**src/rtl/gpio_portbank_pkg.sv**
```systemverilog
package gpio_portbank_pkg;

  typedef enum logic [2:0] {
    RD_NONE,
    RD_A_DAT,
    RD_A_CFG,
    RD_A_PIN,
    RD_B_DAT,
    RD_B_CFG,
    RD_B_PIN,
    RD_C_DAT
  } rdSel_e;

  typedef struct packed {
    logic   wrADat;
    logic   wrACfg;
    logic   wrBDat;
    logic   wrBCfg;
    logic   wrCDat;
    logic   haltHit;
    rdSel_e rdSel;
  } ctrlStrb_t;

endpackage

```
**src/rtl/gpio_bus_ctrl.sv**
```systemverilog
module gpio_bus_ctrl
  import gpio_portbank_pkg::*;
#(
  parameter int                 ADDR_W = 8,
  parameter logic [ADDR_W-1:0] A_BASE = 8'hD0,
  parameter logic [ADDR_W-1:0] B_BASE = 8'hD4,
  parameter logic [ADDR_W-1:0] C_ADDR = 8'hDC
) (
  input  logic              clk,
  input  logic              rstN,
  input  logic [ADDR_W-1:0] busAddr,
  input  logic              busWr,
  input  logic              haltBitIn,
  output ctrlStrb_t         strb,
  output logic              haltReq
);

  localparam logic [ADDR_W-1:0] A_DAT = A_BASE;
  localparam logic [ADDR_W-1:0] A_CFG = A_BASE + ADDR_W'(1);
  localparam logic [ADDR_W-1:0] A_PIN = A_BASE + ADDR_W'(2);
  localparam logic [ADDR_W-1:0] B_DAT = B_BASE;
  localparam logic [ADDR_W-1:0] B_CFG = B_BASE + ADDR_W'(1);
  localparam logic [ADDR_W-1:0] B_PIN = B_BASE + ADDR_W'(2);

  always_comb begin
    strb       = '0;
    strb.rdSel = RD_NONE;
    case (busAddr)
      A_DAT: begin strb.rdSel = RD_A_DAT; strb.wrADat = busWr; end
      A_CFG: begin strb.rdSel = RD_A_CFG; strb.wrACfg = busWr; end
      A_PIN: strb.rdSel = RD_A_PIN;
      B_DAT: begin strb.rdSel = RD_B_DAT; strb.wrBDat = busWr; end
      B_CFG: begin strb.rdSel = RD_B_CFG; strb.wrBCfg = busWr; end
      B_PIN: strb.rdSel = RD_B_PIN;
      C_ADDR: begin strb.rdSel = RD_C_DAT; strb.wrCDat = busWr; end
      default: ;
    endcase
    strb.haltHit = strb.wrBDat & haltBitIn;
  end

  // halt pulse: one cycle, launched by the write edge
  always_ff @(posedge clk or negedge rstN) begin
    if (!rstN) haltReq <= 1'b0;
    else       haltReq <= strb.haltHit;
  end

endmodule

```
**src/rtl/gpio_port_slice.sv**
```systemverilog
module gpio_port_slice #(
  parameter int           W           = 8,
  parameter logic [W-1:0] INONLY_MASK = '0,
  parameter int           SYNC_STAGES = 2
) (
  input  logic         clk,
  input  logic         rstN,
  input  logic         wrDat,
  input  logic         wrCfg,
  input  logic [W-1:0] wdata,
  input  logic [W-1:0] padIn,
  input  logic [W-1:0] altEn,
  input  logic [W-1:0] altOut,
  input  logic [W-1:0] altOe,
  output logic [W-1:0] datQ,
  output logic [W-1:0] cfgQ,
  output logic [W-1:0] pinQ,
  output logic [W-1:0] padOe,
  output logic [W-1:0] padOut,
  output logic [W-1:0] padPullEn
);

  localparam logic [W-1:0] CFG_KEEP = ~INONLY_MASK;

  logic [W-1:0] syncQ [SYNC_STAGES];

  always_ff @(posedge clk or negedge rstN) begin
    if (!rstN) begin
      datQ <= '0;
      cfgQ <= '0;
    end else begin
      if (wrDat) datQ <= wdata;
      if (wrCfg) cfgQ <= wdata & CFG_KEEP;
    end
  end

  always_ff @(posedge clk or negedge rstN) begin
    if (!rstN) begin
      for (int s = 0; s < SYNC_STAGES; s++) syncQ[s] <= '0;
    end else begin
      syncQ[0] <= padIn;
      for (int s = 1; s < SYNC_STAGES; s++) syncQ[s] <= syncQ[s-1];
    end
  end

  assign pinQ = syncQ[SYNC_STAGES-1];

  // per-pin mode and override mux
  for (genvar i = 0; i < W; i++) begin : g_pin
    assign padOe[i]     = (altEn[i] ? altOe[i] : cfgQ[i]) & CFG_KEEP[i];
    assign padOut[i]    = altEn[i] ? altOut[i] : datQ[i];
    assign padPullEn[i] = ~altEn[i] & ~cfgQ[i] & datQ[i];
  end

endmodule

```
**src/rtl/gpio_regfile_dp.sv**
```systemverilog
module gpio_regfile_dp
  import gpio_portbank_pkg::*;
#(
  parameter int           W           = 8,
  parameter int           OUT_W       = 4,
  parameter logic [W-1:0] B_INONLY    = 8'hC0,
  parameter int           SYNC_STAGES = 2
) (
  input  logic             clk,
  input  logic             rstN,
  input  ctrlStrb_t        strb,
  input  logic [W-1:0]     wdata,
  output logic [W-1:0]     rdata,
  input  logic [W-1:0]     padAIn,
  output logic [W-1:0]     padAOe,
  output logic [W-1:0]     padAOut,
  output logic [W-1:0]     padAPullEn,
  input  logic [W-1:0]     altAEn,
  input  logic [W-1:0]     altAOut,
  input  logic [W-1:0]     altAOe,
  input  logic [W-1:0]     padBIn,
  output logic [W-1:0]     padBOe,
  output logic [W-1:0]     padBOut,
  output logic [W-1:0]     padBPullEn,
  input  logic [W-1:0]     altBEn,
  input  logic [W-1:0]     altBOut,
  input  logic [W-1:0]     altBOe,
  output logic [OUT_W-1:0] portCOut
);

  logic [W-1:0] aDat, aCfg, aPin, bDat, bCfg, bPin;

  gpio_port_slice #(.W(W), .INONLY_MASK('0), .SYNC_STAGES(SYNC_STAGES)) u_portA (
    .clk(clk), .rstN(rstN), .wrDat(strb.wrADat), .wrCfg(strb.wrACfg),
    .wdata(wdata), .padIn(padAIn), .altEn(altAEn), .altOut(altAOut), .altOe(altAOe),
    .datQ(aDat), .cfgQ(aCfg), .pinQ(aPin),
    .padOe(padAOe), .padOut(padAOut), .padPullEn(padAPullEn)
  );

  gpio_port_slice #(.W(W), .INONLY_MASK(B_INONLY), .SYNC_STAGES(SYNC_STAGES)) u_portB (
    .clk(clk), .rstN(rstN), .wrDat(strb.wrBDat), .wrCfg(strb.wrBCfg),
    .wdata(wdata), .padIn(padBIn), .altEn(altBEn), .altOut(altBOut), .altOe(altBOe),
    .datQ(bDat), .cfgQ(bCfg), .pinQ(bPin),
    .padOe(padBOe), .padOut(padBOut), .padPullEn(padBPullEn)
  );

  // output-only port, presets high
  always_ff @(posedge clk or negedge rstN) begin
    if (!rstN)            portCOut <= '1;
    else if (strb.wrCDat) portCOut <= wdata[OUT_W-1:0];
  end

  always_comb begin
    case (strb.rdSel)
      RD_A_DAT: rdata = aDat;
      RD_A_CFG: rdata = aCfg;
      RD_A_PIN: rdata = aPin;
      RD_B_DAT: rdata = bDat;
      RD_B_CFG: rdata = bCfg;
      RD_B_PIN: rdata = bPin;
      RD_C_DAT: rdata = W'(portCOut);
      default:  rdata = '0;
    endcase
  end

endmodule

```
**src/rtl/gpio_portbank.sv**
```systemverilog
module gpio_portbank
  import gpio_portbank_pkg::*;
#(
  parameter int                 ADDR_W      = 8,
  parameter int                 W           = 8,
  parameter int                 OUT_W       = 4,
  parameter logic [ADDR_W-1:0] A_BASE      = 8'hD0,
  parameter logic [ADDR_W-1:0] B_BASE      = 8'hD4,
  parameter logic [ADDR_W-1:0] C_ADDR      = 8'hDC,
  parameter logic [W-1:0]      B_INONLY    = 8'hC0,
  parameter int                 HALT_BIT    = 7,
  parameter int                 SYNC_STAGES = 2
) (
  input  logic              clk,
  input  logic              rstN,
  input  logic [ADDR_W-1:0] busAddr,
  input  logic              busWr,
  input  logic [W-1:0]      busWdata,
  output logic [W-1:0]      busRdata,
  input  logic [W-1:0]      padAIn,
  output logic [W-1:0]      padAOe,
  output logic [W-1:0]      padAOut,
  output logic [W-1:0]      padAPullEn,
  input  logic [W-1:0]      altAEn,
  input  logic [W-1:0]      altAOut,
  input  logic [W-1:0]      altAOe,
  input  logic [W-1:0]      padBIn,
  output logic [W-1:0]      padBOe,
  output logic [W-1:0]      padBOut,
  output logic [W-1:0]      padBPullEn,
  input  logic [W-1:0]      altBEn,
  input  logic [W-1:0]      altBOut,
  input  logic [W-1:0]      altBOe,
  output logic [OUT_W-1:0]  portCOut,
  output logic              haltReq
);

  ctrlStrb_t strb;

  gpio_bus_ctrl #(.ADDR_W(ADDR_W), .A_BASE(A_BASE), .B_BASE(B_BASE), .C_ADDR(C_ADDR)) u_ctrl (
    .clk(clk), .rstN(rstN), .busAddr(busAddr), .busWr(busWr),
    .haltBitIn(busWdata[HALT_BIT]), .strb(strb), .haltReq(haltReq)
  );

  gpio_regfile_dp #(.W(W), .OUT_W(OUT_W), .B_INONLY(B_INONLY), .SYNC_STAGES(SYNC_STAGES)) u_dp (
    .clk(clk), .rstN(rstN), .strb(strb), .wdata(busWdata), .rdata(busRdata),
    .padAIn(padAIn), .padAOe(padAOe), .padAOut(padAOut), .padAPullEn(padAPullEn),
    .altAEn(altAEn), .altAOut(altAOut), .altAOe(altAOe),
    .padBIn(padBIn), .padBOe(padBOe), .padBOut(padBOut), .padBPullEn(padBPullEn),
    .altBEn(altBEn), .altBOut(altBOut), .altBOe(altBOe),
    .portCOut(portCOut)
  );

endmodule

```
**config.mk**
```make
export PLATFORM = sky130hd
export DESIGN_NAME = gpio_portbank
export DESIGN_NICKNAME = d
export VERILOG_FILES = /design/src/rtl/gpio_portbank_pkg.sv /design/src/rtl/gpio_bus_ctrl.sv /design/src/rtl/gpio_port_slice.sv /design/src/rtl/gpio_regfile_dp.sv /design/src/rtl/gpio_portbank.sv
export SDC_FILE = /design/constraint.sdc
export NUM_CORES = 1
export LEC_CHECK = 0
export BUFFER_PORTS_ARGS = -buffer_cell sky130_fd_sc_hd__buf_2
export CAP_MARGIN = 5
export CORE_ASPECT_RATIO = 2
export CORE_UTILIZATION = 27
export CTS_BUF_LIST = sky130_fd_sc_hd__clkbuf_4
export CTS_CLUSTER_DIAMETER = 120
export DETAILED_ROUTE_END_ITERATION = 16
export GPL_TIMING_DRIVEN = 0
export HOLD_SLACK_MARGIN = 0.05
export PLACE_DENSITY = 0.58
export SLEW_MARGIN = 10
export SYNTH_ARGS = -nofsm -noshare
export SYNTH_HDL_FRONTEND = slang
export SYNTH_SLANG_ARGS = --single-unit
export TNS_END_PERCENT = 20
```
**constraint.sdc**
```tcl
create_clock -name clk -period 1.8 [get_ports clk]
set_input_delay 0.18 -clock clk [delete_from_list [all_inputs] [get_ports clk]]
set_output_delay 0.18 -clock clk [all_outputs]
set_load 0.01 [all_outputs]
```
==> results of run 1 <==
-- cell families (layout without fill, tap and decap cells) --
group | Yosys count | after routing | synth area share [%]
buffers and inverters | 11 | 203 | 3.065
AO/OA/AOI/OAI | 30 | 30 | 6.758
multiplexers | 58 | 58 | 20.12
flip-flops | 67 | 67 | 52.81
AND/OR/NAND/NOR | 94 | 94 | 17.13
other | 1 | 3 | 0.1178
-- layout make-up --
class	count	area (sq um)	area share [%]
plain buffers	10	93.84	2.071
well taps	142	177.7	3.920
repair buffers	176	1039	22.92
diodes	1	2.502	0.05522
clock inverters	6	32.53	0.7178
flip-flops and latches	67	1682	37.11
clock buffers	10	75.07	1.657
multi-input cells	184	1426	31.47
inverters	1	3.754	0.08283
-- through the flow --
stage,hold WS [ns],util (%),worst slack [ns],setup TNS [ns],cells
after floorplan,-0.1156,-,0.4702,0,262
after global placement,0.2903,35.55,0.1314,0,543
after detailed placement,0.2897,35.58,0.1561,0,543
after CTS,0.08282,39.54,-0.01944,-0.04949,595
after global routing,0.1226,39.67,-0.05114,-0.1885,597
final,0.1265,39.67,0.02200,0,597
-- power breakdown --
group / internal (mW) / switching, mW / total [mW]
sequential: 1.58 / 0.0429 / 1.62
clock: 0.288 / 0.527 / 0.815
combinational: 0.246 / 0.213 / 0.459
-- routing by layer --
layer | track usage (%) | wire length (microns)
met1 | 14.45 | 3022
met2 | 28.49 | 5056
met3 | 3.626 | 378
met4 | 6.614 | 207
met5 | 0 | 0
-- placed cells by master, fill, tap and decap left out, types with 4 or more instances in the layout --
| cell | count |
|---|---|
| buf_2 | 138 |
| dfrtp_1 | 63 |
| mux2_2 | 40 |
| nand2_1 | 33 |
| dlygate4sd3_1 | 25 |
| buf_4 | 18 |
| nor2_1 | 17 |
| nand2b_1 | 16 |
| clkbuf_4 | 10 |
| mux2i_1 | 8 |
| mux2_1 | 8 |
| a21oi_1 | 6 |
| buf_6 | 5 |
| nand3_1 | 5 |
| o21ai_0 | 4 |
| o2bb2ai_1 | 4 |
| a221o_1 | 4 |
| clkinv_2 | 4 |
| dfstp_2 | 4 |
-- state kept, by name, indices dropped and copies added, names as in the netlist --
signal / count
u_ctrl.haltReq: 1
u_dp.u_portA.datQ: 8
u_dp.portCOut: 4
u_dp.u_portA.syncQ: 8
u_dp.u_portB.pinQ: 8
u_dp.u_portB.cfgQ: 6
u_dp.u_portA.cfgQ: 8
u_dp.u_portB.syncQ: 8
u_dp.u_portB.datQ: 8
u_dp.u_portA.pinQ: 8
-- worst min-delay path by stage --
stage          slack, ns                               to       start  cells past startpoint
4_1_cts             0.08         u_ctrl.haltReq$_DFF_PN0_  busAddr[3]                      3
3_5_place_dp        0.29  u_dp.u_portB.syncQ[9]$_DFF_PN0_   padBIn[1]                      1
5_1_grt             0.12         u_ctrl.haltReq$_DFF_PN0_  busAddr[3]                      3
3_3_place_gp        0.29  u_dp.u_portA.syncQ[9]$_DFF_PN0_   padAIn[1]                      1
2_1_floorplan      -0.12         u_ctrl.haltReq$_DFF_PN0_        rstN                      0
6_report            0.13         u_ctrl.haltReq$_DFF_PN0_  busAddr[3]                      3
-- worst register-to-register path, stage by stage, from the launching register on --
cell and delay, ns:
dfrtp_1 0.41, buf_4 0.14, buf_4 0.12, mux2_1 0.27
-- timing repair --
action                     CTS  global route
gates resized for setup      4             3
hold buffers                25             0
setup endpoints to repair    5             6
pin swaps                    0             1
setup buffers               11             1
hold endpoints to repair   114             0
==> reports/results.tsv, run 1 <==
stage	metric	value	unit
critical_path	cpMaxStageDelayCell	dfrtp_1	
route	first_pass_iters	6	
critical_path	path_delay_family	compound AO/OA/AOI/OAI gates	
finish	final_area	4532	sq um
critical_path	timing_worst_setup_path_type	register to output pin	
critical_path	worstPathMaxFanout	2	
critical_path	reg2reg_depth	3	
timing	fin_crit	1.778	ns
global_route	grt_use_total	14.84	%
synth	synth_edf_count	0	
critical_path	rr_endpoint	u_dp.u_portB.datQ[0]$_DFFE_PN0P_	
critical_path	cp-startpoint	u_dp.u_portA.datQ[0]$_DFFE_PN0P_	
pwr	p_leak	2.451	nW
clock_network	cts_buffer_depth	2	
pwr	powerDensity	639.2	nW/um^2
critical_path	required	1.62	ns
timing	fin_crit_sh	98.78	%
synth	synthTopCellsByCount	dfrtp_1 (63), mux2_2 (40), nand2_1 (33)	
synth	syn-mean-instance-area	12.20	sq um
critical_path	slowest_delay	0.40	ns
synth	ys_seq_area_share	52.81	%
min_path	hp-class	input port to register	
synth	synth_cells	261	
synth	async_flop_share	100.0	%
route	dr.first_iter.drc_count	50	
route	ant_nets	0	
finish	final_nets	532	
finish	syn_to_final_growth	42.32	%
floorplanning	rows	55	
floorplanning	initial_core_util	27.88	%
critical_path	worstSetupEndpoint	busRdata[0]	
timing	worst_pin_slew	0.8299	ns
global_route	grt_pass1_wl	13660	microns
placed_design	dpl.hpwl	6739	microns
floorplanning	io_pins	144	
critical_path	rrSetupSlack	0.76	ns
synth	ys.flop_type	dfrtp_1	
timing	slew_headroom	44.67	%
synth	yosysWarnings	0	
finish	drive_gt1_share	51.54	%
synth	synth_most_common_cell	dfrtp_1	
pwr	finalPower	2.897	mW
clock_network	cts_sinks	67	
finish	fillers	1166	
timing	setup_viol	0	
floorplanning	core	11420	sq um
timing	skew	0.01885	ns
synth	syn_area	3184	sq um
critical_path	start_kind	register	
synth	yosys.area.top_type_share	49.51	%
route	wire_per_inst	14.51	microns
global_route	grt_max_degree	68	
global_route	first_global_vias	2790	
clock_network	cts_tree	built	
clock_network	root_buffer	clkbuf_4	
synth	ys_ff_latch	67	
clock_network	htree_levels	3	
floorplanning	die-area	12260	sq um
placed_design	post_dp_cell_area	4064	sq um
clock_network	cts-buffers-inserted	9	
global_route	antenna_found_initial	1	
route	viasPerCell	4.538	
pwr	ir_drop	0.3907	mV
flow_run	max_cap_violations	0	
clock_network	path_clk_slew	0.12	ns
placed_design	port_buffers	139	
critical_path	endpoint_kind	output pin	
floorplanning	die_x	78.79	microns
global_route	globalRouteOverflowTotal	0	
critical_path	cp.depth	4	
synth	synthTopCellsByArea	dfrtp_1 (50%), mux2_2 (14%), nand2_1 (3.9%), dfstp_2 (3.3%), mux2i_1 (3.1%)	
route	dr_total_vias	2709	
floorplanning	die_y	155.6	microns
critical_path	cp.buffers_inverters	1	
outcome	status	finished clean	
route	drcViolationCount	0	
clock_network	clock_latency	0.42	ns
timing	maxSlewViolCount	0	
route	routed_wl	8664	microns
timing	rsz0062_at_grt	yes	
critical_path	cp.arrival	1.60	ns
critical_path	path_cells	a22oi_1 > o21ai_0 > a221o_1 > buf_2	
timing	max_freq	0.5624	GHz
synth	ys_types	38	
placed_design	gp_congestion	0.8079	
synth	synth_top_area_cell	dfrtp_1	
critical_path	timing.rr.start	u_dp.u_portB.datQ[0]$_DFFE_PN0P_	
timing	hold_viol	0	
Power figures use the tool's default switching activity.
==> inputs of run 2 (changes only) <==
--- a/config.mk
+++ b/config.mk
@@ -8,6 +8,7 @@
 export BUFFER_PORTS_ARGS = -buffer_cell sky130_fd_sc_hd__buf_2
 export CAP_MARGIN = 5
 export CORE_ASPECT_RATIO = 2
+export CORE_MARGIN = 3
 export CORE_UTILIZATION = 27
 export CTS_BUF_LIST = sky130_fd_sc_hd__clkbuf_4
 export CTS_CLUSTER_DIAMETER = 120
==> reports/results.tsv, run 2 (same netlist as run 1, synthesis figures left out) <==
stage	metric	value	unit	change
route	drcViolationCount	0		unchanged
floorplanning	rows	55		unchanged
floorplanning	initial_core_util	27.88	%	unchanged
timing	setup_viol	0		unchanged
finish	final_area	4552	sq um	+0.44%
finish	final_common_cell	buf_2		
floorplanning	core	11420	sq um	unchanged
clock_network	cts_buffer_depth	2		unchanged
route	routed_wl	9214	microns	+6.3%
timing	slew_headroom	44.16	%	-0.51 points
route	first_pass_iters	4		-2
route	dr.first_iter.drc_count	101		+100%
pwr	p_leak	2.439	nW	-0.51%
pwr	powerDensity	666.8	nW/um^2	+4.3%
clock_network	path_clk_slew	0.12	ns	about the same
route	dr_total_vias	2711		+0.074%
finish	final_nets	531		-0.19%
global_route	grt_pass1_wl	14340	microns	+4.9%
route	ant_nets	0		unchanged
route	viasPerCell	4.549		+0.24%
min_path	hp-class	input port to register		
timing	hold_viol	0		unchanged
critical_path	start_kind	register		
clock_network	cts_tree	built		
global_route	grt_max_degree	68		unchanged
pwr	ir_drop	0.4214	mV	+7.9%
placed_design	dpl.hpwl	7299	microns	+8.3%
global_route	busiest_layer	met2		
placed_design	dp.cells	543		unchanged
route	wire_per_inst	15.46	microns	+6.5%
global_route	antenna_found_initial	1		unchanged
global_route	met2_usage	27.12	%	-1.4 points
timing	fin_crit_sh	98.30	%	-0.48 points
critical_path	timing_worst_setup_path_type	register to output pin		
timing	fin_crit	1.769	ns	-0.008624 ns
placed_design	preCtsSetupSlack	0.1393	ns	-0.01677 ns
placed_design	post_dp_cell_area	4064	sq um	unchanged
floorplanning	die-area	13210	sq um	+7.8%
floorplanning	die_y	159.6	microns	+2.6%
placed_design	gp_congestion	0.8382		+3.8%
flow_run	max_cap_violations	0		unchanged
global_route	first_global_vias	2915		+4.5%
timing	setup_ws	0.03062	ns	+0.008624 ns
timing	whs	0.1414	ns	+0.01486 ns
finish	layout.cells.non_filler	596		-0.17%
clock_network	clock_latency	0.42	ns	about the same
outcome	status	finished clean		
timing	maxSlewViolCount	0		unchanged
timing	max_freq	0.5652	GHz	+0.49%
clock_network	cts-buffers-inserted	9		unchanged
floorplanning	io_pins	144		unchanged
global_route	grt_use_total	14.69	%	-0.15 points
finish	final_cell_mix	buf_2 (138), dfrtp_1 (63), mux2_2 (40)		
critical_path	required	1.62	ns	about the same
global_route	globalRouteOverflowTotal	0		unchanged
clock_network	root_buffer	clkbuf_4		
timing	skew	0.01167	ns	-0.007185 ns
global_route	grt.met1_usage	13.93	%	-0.51 points
finish	drive_gt1_share	51.21	%	-0.33 points
placed_design	port_buffers	139		unchanged
timing	rsz0062_at_grt	yes		
clock_network	htree_levels	3		unchanged
timing	worst_pin_slew	0.8376	ns	+0.007696 ns
critical_path	worstPathMaxFanout	2		unchanged
finish	post-route-util	39.85	%	+0.18 points
clock_network	cts_sinks	67		unchanged
critical_path	endpoint_kind	output pin		
global_route	met3_usage	4.077	%	+0.45 points
critical_path	cp.arrival	1.59	ns	about the same
floorplanning	die_x	82.79	microns	+5.1%
finish	syn_to_final_growth	42.95	%	
-- run 2: stage by stage --
step | setup TNS [ns] | total power [mW]
floorplan | 0 | 1.832
global placement | 0 | 2.040
detailed placement | 0 | 2.056
CTS | -0.03018 | 3.087
global route | -0.2528 | 3.200
finish | 0 | 3.035
-- run 2: layout make-up --
cell class                      count  area (sq um)
Clock buffer                        9         67.56
Fill cell                        1165          6872
Sequential cell                    67          1682
Tap cell                          142         177.7
Clock inverter                      7         68.82
Antenna cell                        1         2.502
Timing Repair Buffer              175          1031
Multi-Input combinational cell    184          1425
Buffer                             10         93.84
Inverter                            1         3.754
-- run 2: what timing repair did --
item	in CTS	in global routing
buffers inserted	7	4
resized for setup	6	1
endpoints found under the hold margin	112	0
endpoints found under the setup margin	5	6
hold buffers	25	0
-- run 2: path summary, 6_finish.rpt --
kind	slack, ns	depth (start not counted)	end	startpoint
setup reg to reg	0.88	2	u_dp.u_portB.datQ[0]$_DFFE_PN0P_	u_dp.u_portB.datQ[0]$_DFFE_PN0P_
setup / recovery	0.03	4	busRdata[0]	u_dp.u_portB.datQ[0]$_DFFE_PN0P_
max in group asynchronous	0.84	2	u_dp.u_portB.cfgQ[0]$_DFFE_PN0P_	rstN
hold / removal	0.14	3	u_ctrl.haltReq$_DFF_PN0_	busAddr[3]
min in group asynchronous	0.40	2	u_dp.u_portA.syncQ[14]$_DFF_PN0_	rstN
hold reg to reg	0.36	0	u_dp.u_portB.pinQ[0]$_DFF_PN0_	u_dp.u_portB.syncQ[8]$_DFF_PN0_
-- run 2: worst max-delay path, cell delays in order, from the launching register on --
cell and delay [ns]:
dfrtp_1 0.41, mux2i_2 0.21, o2bb2ai_1 0.09, a221o_1 0.32
buf_2 0.15
-- run 2: report_power, final --
group / total, mW / switching, mW / leakage (nW) / internal [mW]
Sequential: 1.62 / 0.0434 / 0.842 / 1.58
Combinational: 0.459 / 0.214 / 1.53 / 0.245
Clock: 0.952 / 0.537 / 0.0632 / 0.415
-- run 2: metal layers --
layer | up-vias | share of wire, %
met2 | 94 | 57
met1 | 1295 | 33
met5 | - | 0
met4 | 0 | 3.8
met3 | 26 | 6.1
li1 | 1296 | -
